==> config.mk <==
export PLATFORM = sky130hd
export DESIGN_NAME = ptw_translator
export DESIGN_NICKNAME = d
export VERILOG_FILES = /design/src/rtl/ptw_pkg.sv /design/src/rtl/ptw_cfg_regs.sv /design/src/rtl/ptw_addr_split.sv /design/src/rtl/ptw_pte_check.sv /design/src/rtl/ptw_translator.sv
export SDC_FILE = /design/constraint.sdc
export NUM_CORES = 1
export LEC_CHECK = 0
export BUFFER_PORTS_ARGS = -buffer_cell sky130_fd_sc_hd__buf_2
export CAP_MARGIN = 40
export CORE_MARGIN = 2
export CORE_UTILIZATION = 24
export CTS_CLUSTER_DIAMETER = 40
export DETAILED_ROUTE_END_ITERATION = 6
export HOLD_SLACK_MARGIN = 0.05
export MAX_ROUTING_LAYER = met4
export PLACE_DENSITY_LB_ADDON = 0.15
export SLEW_MARGIN = 20
export SYNTH_ARGS = -nofsm -noshare
export SYNTH_HDL_FRONTEND = slang
export SYNTH_SLANG_ARGS = --single-unit
==> constraint.sdc <==
create_clock -name clk -period 1.9 [get_ports clk]
set_input_delay 0.19 -clock clk [delete_from_list [all_inputs] [get_ports clk]]
set_output_delay 0.19 -clock clk [all_outputs]
set_load 0.01 [all_outputs]
==> src/rtl/ptw_pkg.sv <==
package ptw_pkg;

    typedef enum logic [1:0] {
        ST_IDLE      = 2'd0,
        ST_FETCH_PTE = 2'd1,
        ST_WAIT_PTE  = 2'd2,
        ST_RESPOND   = 2'd3
    } walk_state_e;

    typedef enum logic [1:0] {
        CAUSE_NONE    = 2'd0,
        CAUSE_LENGTH  = 2'd1,
        CAUSE_INVALID = 2'd2,
        CAUSE_PROTECT = 2'd3
    } fault_cause_e;

    typedef enum logic [1:0] {
        ACC_READ  = 2'd0,
        ACC_WRITE = 2'd1,
        ACC_EXEC  = 2'd2,
        ACC_RSVD  = 2'd3
    } access_kind_e;

    localparam int PTE_X_BIT     = 0;
    localparam int PTE_W_BIT     = 1;
    localparam int PTE_V_BIT     = 2;
    localparam int PTE_FRAME_LSB = 3;

endpackage

==> src/rtl/ptw_cfg_regs.sv <==
module ptw_cfg_regs #(
    parameter int MA_W  = 6,
    parameter int LEN_W = 5
) (
    input  logic             clk,
    input  logic             rst_n,
    input  logic             base_we,
    input  logic [MA_W-1:0]  base_in,
    input  logic             len_we,
    input  logic [LEN_W-1:0] len_in,
    output logic [MA_W-1:0]  base_q,
    output logic [LEN_W-1:0] len_q
);

    always_ff @(posedge clk or negedge rst_n) begin
        if (!rst_n) begin
            base_q <= '0;
        end else if (base_we) begin
            base_q <= base_in;
        end
    end

    always_ff @(posedge clk or negedge rst_n) begin
        if (!rst_n) begin
            len_q <= '0;
        end else if (len_we) begin
            len_q <= len_in;
        end
    end

endmodule

==> src/rtl/ptw_addr_split.sv <==
module ptw_addr_split #(
    parameter int VA_W = 8,
    parameter int OFF_W = 4,
    parameter int MA_W = 6
) (
    input  logic [VA_W-1:0]        vaddr,
    input  logic [MA_W-1:0]        base,
    input  logic [VA_W-OFF_W:0]    len,
    output logic [OFF_W-1:0]       offset,
    output logic [MA_W-1:0]        pte_addr,
    output logic                   out_of_range
);

    localparam int PG_W = VA_W - OFF_W;

    logic [PG_W-1:0] page;
    logic [MA_W-1:0] page_ext;

    assign page   = vaddr[VA_W-1:OFF_W];
    assign offset = vaddr[OFF_W-1:0];

    generate
        if (PG_W >= MA_W) begin : g_page_trunc
            assign page_ext = page[MA_W-1:0];
        end else begin : g_page_zext
            assign page_ext = {{(MA_W-PG_W){1'b0}}, page};
        end
    endgenerate

    assign pte_addr     = base + page_ext;
    assign out_of_range = ({1'b0, page} >= len);

endmodule

==> src/rtl/ptw_pte_check.sv <==
module ptw_pte_check
    import ptw_pkg::*;
#(
    parameter int FRM_W = 6,
    parameter int OFF_W = 4
) (
    input  logic [FRM_W+2:0]      pte,
    input  access_kind_e          kind,
    input  logic [OFF_W-1:0]      offset,
    output fault_cause_e          cause,
    output logic [FRM_W+OFF_W-1:0] paddr
);

    logic             ent_valid;
    logic             ent_write;
    logic             ent_exec;
    logic [FRM_W-1:0] frame;
    logic             prot_bad;

    assign ent_valid = pte[PTE_V_BIT];
    assign ent_write = pte[PTE_W_BIT];
    assign ent_exec  = pte[PTE_X_BIT];
    assign frame     = pte[PTE_FRAME_LSB +: FRM_W];

    always_comb begin
        prot_bad = 1'b0;
        unique case (kind)
            ACC_WRITE: prot_bad = !ent_write;
            ACC_EXEC:  prot_bad = !ent_exec;
            ACC_READ,
            ACC_RSVD:  prot_bad = 1'b0;
        endcase
    end

    always_comb begin
        if (!ent_valid) begin
            cause = CAUSE_INVALID;
        end else if (prot_bad) begin
            cause = CAUSE_PROTECT;
        end else begin
            cause = CAUSE_NONE;
        end
    end

    assign paddr = (cause == CAUSE_NONE) ? {frame, offset} : '0;

endmodule

==> src/rtl/ptw_translator.sv <==
module ptw_translator
    import ptw_pkg::*;
#(
    parameter int VA_W  = 8,
    parameter int OFF_W = 4,
    parameter int PA_W  = 10,
    parameter int MA_W  = 6
) (
    input  logic                    clk,
    input  logic                    rst_n,
    input  logic                    cfg_base_we,
    input  logic [MA_W-1:0]         cfg_base,
    input  logic                    cfg_len_we,
    input  logic [VA_W-OFF_W:0]     cfg_len,
    input  logic                    req_valid,
    output logic                    req_ready,
    input  logic [VA_W-1:0]         req_vaddr,
    input  logic [1:0]              req_kind,
    output logic                    mem_rd_en,
    output logic [MA_W-1:0]         mem_addr,
    input  logic                    mem_rd_valid,
    input  logic [PA_W-OFF_W+2:0]   mem_rd_data,
    output logic                    rsp_valid,
    output logic [PA_W-1:0]         rsp_paddr,
    output logic [1:0]              rsp_cause
);

    localparam int PG_W  = VA_W - OFF_W;
    localparam int LEN_W = PG_W + 1;
    localparam int FRM_W = PA_W - OFF_W;

    walk_state_e      state_q;
    walk_state_e      state_d;

    logic [MA_W-1:0]  base_q;
    logic [LEN_W-1:0] len_q;

    logic [OFF_W-1:0] split_off;
    logic [MA_W-1:0]  split_addr;
    logic             split_oor;

    logic [OFF_W-1:0] off_q;
    access_kind_e     kind_q;
    logic [MA_W-1:0]  addr_q;
    fault_cause_e     cause_q;
    logic [PA_W-1:0]  paddr_q;

    fault_cause_e     chk_cause;
    logic [PA_W-1:0]  chk_paddr;

    logic             accept;

    ptw_cfg_regs #(
        .MA_W  (MA_W),
        .LEN_W (LEN_W)
    ) u_cfg (
        .clk     (clk),
        .rst_n   (rst_n),
        .base_we (cfg_base_we),
        .base_in (cfg_base),
        .len_we  (cfg_len_we),
        .len_in  (cfg_len),
        .base_q  (base_q),
        .len_q   (len_q)
    );

    ptw_addr_split #(
        .VA_W  (VA_W),
        .OFF_W (OFF_W),
        .MA_W  (MA_W)
    ) u_split (
        .vaddr        (req_vaddr),
        .base         (base_q),
        .len          (len_q),
        .offset       (split_off),
        .pte_addr     (split_addr),
        .out_of_range (split_oor)
    );

    ptw_pte_check #(
        .FRM_W (FRM_W),
        .OFF_W (OFF_W)
    ) u_check (
        .pte    (mem_rd_data),
        .kind   (kind_q),
        .offset (off_q),
        .cause  (chk_cause),
        .paddr  (chk_paddr)
    );

    assign accept = req_valid && (state_q == ST_IDLE);

    // state register
    always_ff @(posedge clk or negedge rst_n) begin
        if (!rst_n) begin
            state_q <= ST_IDLE;
        end else begin
            state_q <= state_d;
        end
    end

    // transitions
    always_comb begin
        state_d = state_q;
        unique case (state_q)
            ST_IDLE: begin
                if (accept) begin
                    state_d = split_oor ? ST_RESPOND : ST_FETCH_PTE;
                end
            end
            ST_FETCH_PTE: state_d = ST_WAIT_PTE;
            ST_WAIT_PTE: begin
                if (mem_rd_valid) begin
                    state_d = ST_RESPOND;
                end
            end
            ST_RESPOND: state_d = ST_IDLE;
        endcase
    end

    // walk context and result registers
    always_ff @(posedge clk or negedge rst_n) begin
        if (!rst_n) begin
            off_q   <= '0;
            kind_q  <= ACC_READ;
            addr_q  <= '0;
            cause_q <= CAUSE_NONE;
            paddr_q <= '0;
        end else begin
            unique case (state_q)
                ST_IDLE: begin
                    if (accept) begin
                        off_q  <= split_off;
                        kind_q <= access_kind_e'(req_kind);
                        addr_q <= split_addr;
                        if (split_oor) begin
                            cause_q <= CAUSE_LENGTH;
                            paddr_q <= '0;
                        end
                    end
                end
                ST_WAIT_PTE: begin
                    if (mem_rd_valid) begin
                        cause_q <= chk_cause;
                        paddr_q <= chk_paddr;
                    end
                end
                ST_FETCH_PTE,
                ST_RESPOND: ;
            endcase
        end
    end

    // outputs
    always_comb begin
        req_ready = 1'b0;
        mem_rd_en = 1'b0;
        rsp_valid = 1'b0;
        unique case (state_q)
            ST_IDLE:      req_ready = 1'b1;
            ST_FETCH_PTE: mem_rd_en = 1'b1;
            ST_WAIT_PTE:  ;
            ST_RESPOND:   rsp_valid = 1'b1;
        endcase
    end

    assign mem_addr  = addr_q;
    assign rsp_paddr = paddr_q;
    assign rsp_cause = cause_q;

endmodule

==> impl_metrics.ini, run 1 <==
[pwr]
ir_worst_vdd_v = 0.000519
powerDensity_mw_per_mm2 = 1250
power.total_mw = 2.95
p_leak_nw = 1.17

[place]
post-place-ws_ns = 0.182
place_area_mm2 = 0.00226
dpl.cell_count = 320
io_buffers = 56
gp_congestion = 0.737
dp_hpwl_um = 3320

[synth]
ys_ff_latch = 37
avgSynthCellArea_um2 = 11.2
ys_top_cells_by_area = dfrtp_1, mux2_2, ha_1
netlist_instances = 165
synth_compound_area_frac = 0.118
synth.largest_area_cell = dfrtp_1
ys_seq_area_frac = 0.501
synth.area.mux_share = 0.103
async_flop_share = 1.00
synth_warnings = 0
synth_xor_area_frac = 0.00948
yosys.area_share.simple = 0.124
syn-num-nets = 214
synth_area_mm2 = 0.00185
synth-main-ff-cell = dfrtp_1
ys_types = 36
synth_top_area_frac = 0.501
synth_top_family_by_area = simple AND/OR/NAND/NOR gates
synth-edff-count = 0
synthAdderAreaFrac = 0.0921

[floorplan]
coreArea_mm2 = 0.00737
initial_core_util = 0.251
fp.dieArea_mm2 = 0.00842
die_h_um = 91.8
ios = 57
die_w_um = 91.8
num_rows = 31

[final_layout]
fin_util = 0.319
diodes = 0
fin_cells = 329
final_cell_mix = buf_2, dfrtp_1, nand2_1
final_nets = 278
area_growth_pct = 27.4
final_area_mm2 = 0.00235
final_common_cell = buf_2
fillers = 793
drive_gt1_frac = 0.396

[timing]
setup_viol = 0
slew_viol_final = 0
fin_ws_ns = 0.178
fin_crit_sh = 0.906
hold_violations = 0
rsz0062_at_grt = false
fin_crit_ns = 1.72
slew_headroom = 0.724
max_freq_ghz = 0.581
worst_pin_slew_ns = 0.413
fin_worst_skew_ns = 0.00842
hold_slack_ns = 0.119
setup-tns-final_ns = 0

[global_route]
grt_pass1_vias = 1373
grt_pass1_wl_um = 6990
grt-ovfl-total = 0
grt_max_degree = 19
antenna_found_initial = 0
grt_use_total = 0.108

[drt]
drc = 0
drtAntennaViolNets = 0
wirelength_um = 4310
vias = 1403
wl_per_cell_um = 13.1
viasPerCell = 4.26
first_pass_iters = 4
drtIter0Drc = 59

[clock_network]
clock_latency_ns = 0.29
htree_levels = 2
clock_path_buffers = 2
path_clk_slew_ns = 0.08
clock-sinks = 37
cts_tree = yes
numCtsBuffers = 5
post_cts_buffers = 0
cts-root-buf = clkbuf_8

[setup_path]
crit_arrival_ns = 1.88
worstSetupStartpointType = flip-flop
critPathKind = reg -> reg
path_max_fanout = 2
cp.required_ns = 2.06
cp-end-kind = flip-flop

[outcome]
status = complete, no violations

[job]
drv_cap = 0

[min_path]
hold_class = in -> reg
-- Yosys cell counts, types with 3 or more instances --
| library cell | count |
|---|---|
| o22ai_1 | 11 |
| nor2_1 | 3 |
| ha_1 | 12 |
| dfrtp_1 | 37 |
| a21oi_1 | 6 |
| o21ai_0 | 6 |
| inv_1 | 18 |
| mux2_2 | 16 |
| nand2_1 | 19 |
| nor3b_1 | 5 |
-- path summary, 6_finish.rpt --
| kind | start | to | slack [ns] | depth (start not counted) |
|---|---|---|---|---|
| worst min register to register | mem_addr[2] | mem_addr[2] | 0.48 | 2 |
| min in group asynchronous | rst_n | kind_q[0] | 0.26 | 2 |
| worst min-delay path | cfg_len[2] | u_cfg.len_q[2] | 0.12 | 3 |
| worst max-delay path | u_cfg.base_q[0] | mem_addr[4] | 0.18 | 6 |
| worst max register to register | u_cfg.base_q[0] | mem_addr[4] | 0.18 | 6 |
| max in group asynchronous | rst_n | rsp_cause[1] | 1.17 | 3 |
-- layer usage --
layer	vias to the layer above	part of all wire	GRT usage
li1	695	-	-
met1	652	0.51	0.158
met2	51	0.41	0.147
met3	5	0.070	0.0312
met4	0	0.0058	0.0261
met5	-	0	-
-- worst max-delay path, cell delays in order (launching register included) --
cell and delay (ns):
dfrtp_1 0.38, ha_1 0.21, fa_1 0.41, a21o_1 0.19
a21oi_1 0.18, xor2_1 0.15, o21ai_0 0.08
-- kinds of logic (layout without fill, tap and decap cells) --
logic type,count (synthesis),in the layout
fa+ha+maj,13,13
xor+xnor,2,2
mux,17,17
simple gates,40,40
compound gates,33,33
flops,37,37
buf+inv,23,88
-- final cells by class --
| type | instances | area [µm²] | share of cell area |
|---|---|---|---|
| sequential | 37 | 926 | 0.393 |
| clock buffer | 6 | 72.6 | 0.0308 |
| clock inverter | 2 | 10.0 | 0.00425 |
| tap | 99 | 124 | 0.0526 |
| multi-input combinational | 105 | 826 | 0.351 |
| inverter | 18 | 67.6 | 0.0287 |
| timing repair buffer | 62 | 328 | 0.139 |
-- registers in the layout, indices dropped and copies added, names as in the netlist --
register / count
u_cfg.base_q: 6
rsp_paddr: 10
u_cfg.len_q: 5
mem_addr: 6
rsp_cause: 2
state_q: 2
kind_q: 2
off_q: 4
-- where the power goes --
part | internal, mW | switching [mW] | leakage, nW
Clock | 0.255 | 0.284 | 0.0450
Combinational | 0.550 | 0.616 | 0.667
Sequential | 1.08 | 0.164 | 0.456
Total | 1.89 | 1.06 | 1.17
-- repair_timing --
action,4_1_cts,5_1_grt
resized for setup,0,0
endpoints found under the hold margin,37,0
hold buffers,1,0
No activity file was read; power rests on OpenSTA's default activity.
==> run 2: changes to the inputs <==
- SYNTH_HIERARCHICAL: default -> 1
==> run 2 against run 1 <==
Compared with the run above: the flow now finishes with violations (negative setup slack); register-to-register slack worse by 0.26 ns; sequential power barely moved; clock skew increased by 0.0013 ns; cell count is 5.5% higher; sequential share of layout area decreased by 4.4 points; core utilization barely moved; worst hold slack lost 0.0059 ns; critical path depth up 3; combinational power increased by 21%; worst setup slack got worse by 0.26 ns; die area rose by 12%.
==> impl_metrics.ini, run 2 <==
[synth]
ys_ff_latch = 37
ys_seq_area_frac = 0.446
avgSynthCellArea_um2 = 11.6
synth_compound_area_frac = 0.0374
synthAdderAreaFrac = 0.0880
synth-main-ff-cell = dfrtp_1
synth.area.mux_share = 0.209
synth_area_mm2 = 0.00208
ys_top_cells_by_area = dfrtp_1, ha_1, mux2i_1
synth_warnings = 6
synthMostInstantiatedCell = dfrtp_1
syn-num-nets = 229
yosys.area_share.simple = 0.128
synth-edff-count = 0
synth_top_area_frac = 0.446
netlist_instances = 179
synth_common_cells = dfrtp_1, nand2_1, inv_1
synth.largest_area_cell = dfrtp_1
synth_top_family_by_area = multiplexers
synth_xor_area_frac = 0.0169
ys_types = 31
async_flop_share = 1.00

[floorplan]
coreArea_mm2 = 0.00830
ios = 57
fp.dieArea_mm2 = 0.00941
die_w_um = 97
initial_core_util = 0.250
die_h_um = 97
num_rows = 33

[clock_network]
htree_levels = 2
cts-root-buf = clkbuf_8
cts_tree = yes
path_clk_slew_ns = 0.08
clock-sinks = 37
clock_latency_ns = 0.29
clock_path_buffers = 2
numCtsBuffers = 5

[global_route]
grt_pass1_wl_um = 7290
grt-ovfl-total = 0
grt_pass1_vias = 1456
use_met2 = 0.153
use_met3 = 0.0303
globalRouteMet1Util = 0.127
grt_use_total = 0.0992
top_usage_layer = met2
grt_max_degree = 38
antenna_found_initial = 0

[final_layout]
final_nets = 291
fillers = 870
largest_register_ffs = 10
multiInputGateArea_mm2 = 0.00102
diodes = 0
area_growth_pct = 27.6
final_common_cell = buf_2
final_area_mm2 = 0.00265
drive_gt1_frac = 0.417
final_cell_mix = buf_2, dfrtp_1, nand2_1
fin_cells = 347
seqCellArea_um2 = 926
fin_util = 0.319

[timing]
slew_viol_final = 0
rsz0062_at_grt = true
fin_crit_sh = 1.04
max_freq_ghz = 0.505
hold_violations = 0
fin_ws_ns = -0.0816
fin_worst_skew_ns = 0.00973
slew_headroom = 0.466
hold_slack_ns = 0.113
setup_viol = 12
worst_pin_slew_ns = 0.801
setup-tns-final_ns = -0.448
fin_crit_ns = 1.98

[drt]
drtAntennaViolNets = 0
drtIter0Drc = 29
wl_per_cell_um = 13.0
first_pass_iters = 2
viasPerCell = 4.06
vias = 1408
wirelength_um = 4500
drc = 0

[min_path]
hold_class = in -> reg

[pwr]
p_comb_frac = 0.419
powerDensity_mw_per_mm2 = 1270
p_clk_frac = 0.213
p_int_mw = 2.20
ir_worst_vdd_v = 0.000348
p_leak_nw = 1.31
sw_frac_of_total = 0.349
p_sw_mw = 1.18
power.total_mw = 3.37
seqPwrFrac = 0.368

[setup_path]
cp.required_ns = 2.08
crit_family = multiplexers
cp-end-kind = flip-flop
cp.buffers_inverters = 1
crit_arrival_ns = 2.16
slowest_stage = dfrtp_1
critPathKind = reg -> reg
path_max_fanout = 3
max_stage_delay_ns = 0.38
cp_cell_sequence = ha_1, nand2b_4, a21o_1, a211oi_2, nor3_2, mux2i_1, a211oi_2, buf_4, mux2_2
crit_top_cell = a211oi_2
worstSetupStartpointType = flip-flop

[outcome]
status = complete, but fails checks
violations = negative setup slack

[job]
drv_cap = 0

[place]
io_buffers = 56
gp_congestion = 0.630
dp_hpwl_um = 3240
dpl.cell_count = 335
post-place-ws_ns = -0.194
place_area_mm2 = 0.00248
run 2: changes by cell type after synthesis, sizes merged, moves of 7 or more:
cell   change
mux2       +8
mux2i     +13
o22ai     -11
o21ai      -7
buf        +7
nor3       +8
run 2: cells by family after synthesis:
| logic type | count (synthesis) |
|---|---|
| and+or+nand+nor | 45 |
| DFF | 37 |
| adders and majority gates | 14 |
| muxes | 38 |
| xor gates and xnor gates | 4 |
| buffers and inverters | 31 |
| AOI/OAI and AO/OA | 10 |
run 2: area by class of cell:
cell class              count  share of cell area
clock buffers               7              0.0326
repair buffers             66               0.144
clock inverters             1              0.0113
inverters                  20              0.0283
multi-input cells         111               0.385
well taps                 105              0.0496
flip-flops and latches     37               0.350
run 2: what timing repair did:
action / 4_1_cts / 5_1_grt
pin swaps: 4 / 2
endpoints found under the hold margin: 37 / 0
hold buffers: 1 / 0
cloned: 1 / 0
endpoints found under the setup margin: 12 / 12
buffers inserted: 1 / 1
gates resized for setup: 4 / 2
run 2: worst paths after layout:
| path | start | endpoint | slack [ns] | cells after the start |
|---|---|---|---|---|
| min in group asynchronous | rst_n | rsp_paddr[8] | 0.49 | 3 |
| max in group asynchronous | rst_n | state_q[1] | 1.07 | 3 |
| worst min register to register | off_q[1] | off_q[1] | 0.49 | 1 |
| worst min-delay path | req_vaddr[0] | off_q[0] | 0.11 | 2 |
| worst max register to register | u_cfg/len_q[0] | rsp_cause[0] | -0.08 | 9 |
| worst max-delay path | u_cfg/len_q[0] | rsp_cause[0] | -0.08 | 9 |
run 2: per-layer routing:
metal / wire, µm / up-vias
met5: 0 / -
li1: - / 715
met2: 2100 / 40
met1: 2100 / 651
met3: 268 / 2
met4: 24 / 0
run 2: power by group through the flow:
| stage | clock network [mW] | registers, mW | logic, mW |
|---|---|---|---|
| 2_1_floorplan | 0 | 1.30 | 0.836 |
| 3_3_place_gp | 0 | 1.26 | 1.34 |
| 3_5_place_dp | 0 | 1.27 | 1.36 |
| 4_1_cts | 0.747 | 1.25 | 1.43 |
| 5_1_grt | 0.781 | 1.28 | 1.57 |
| 6_report | 0.717 | 1.24 | 1.41 |
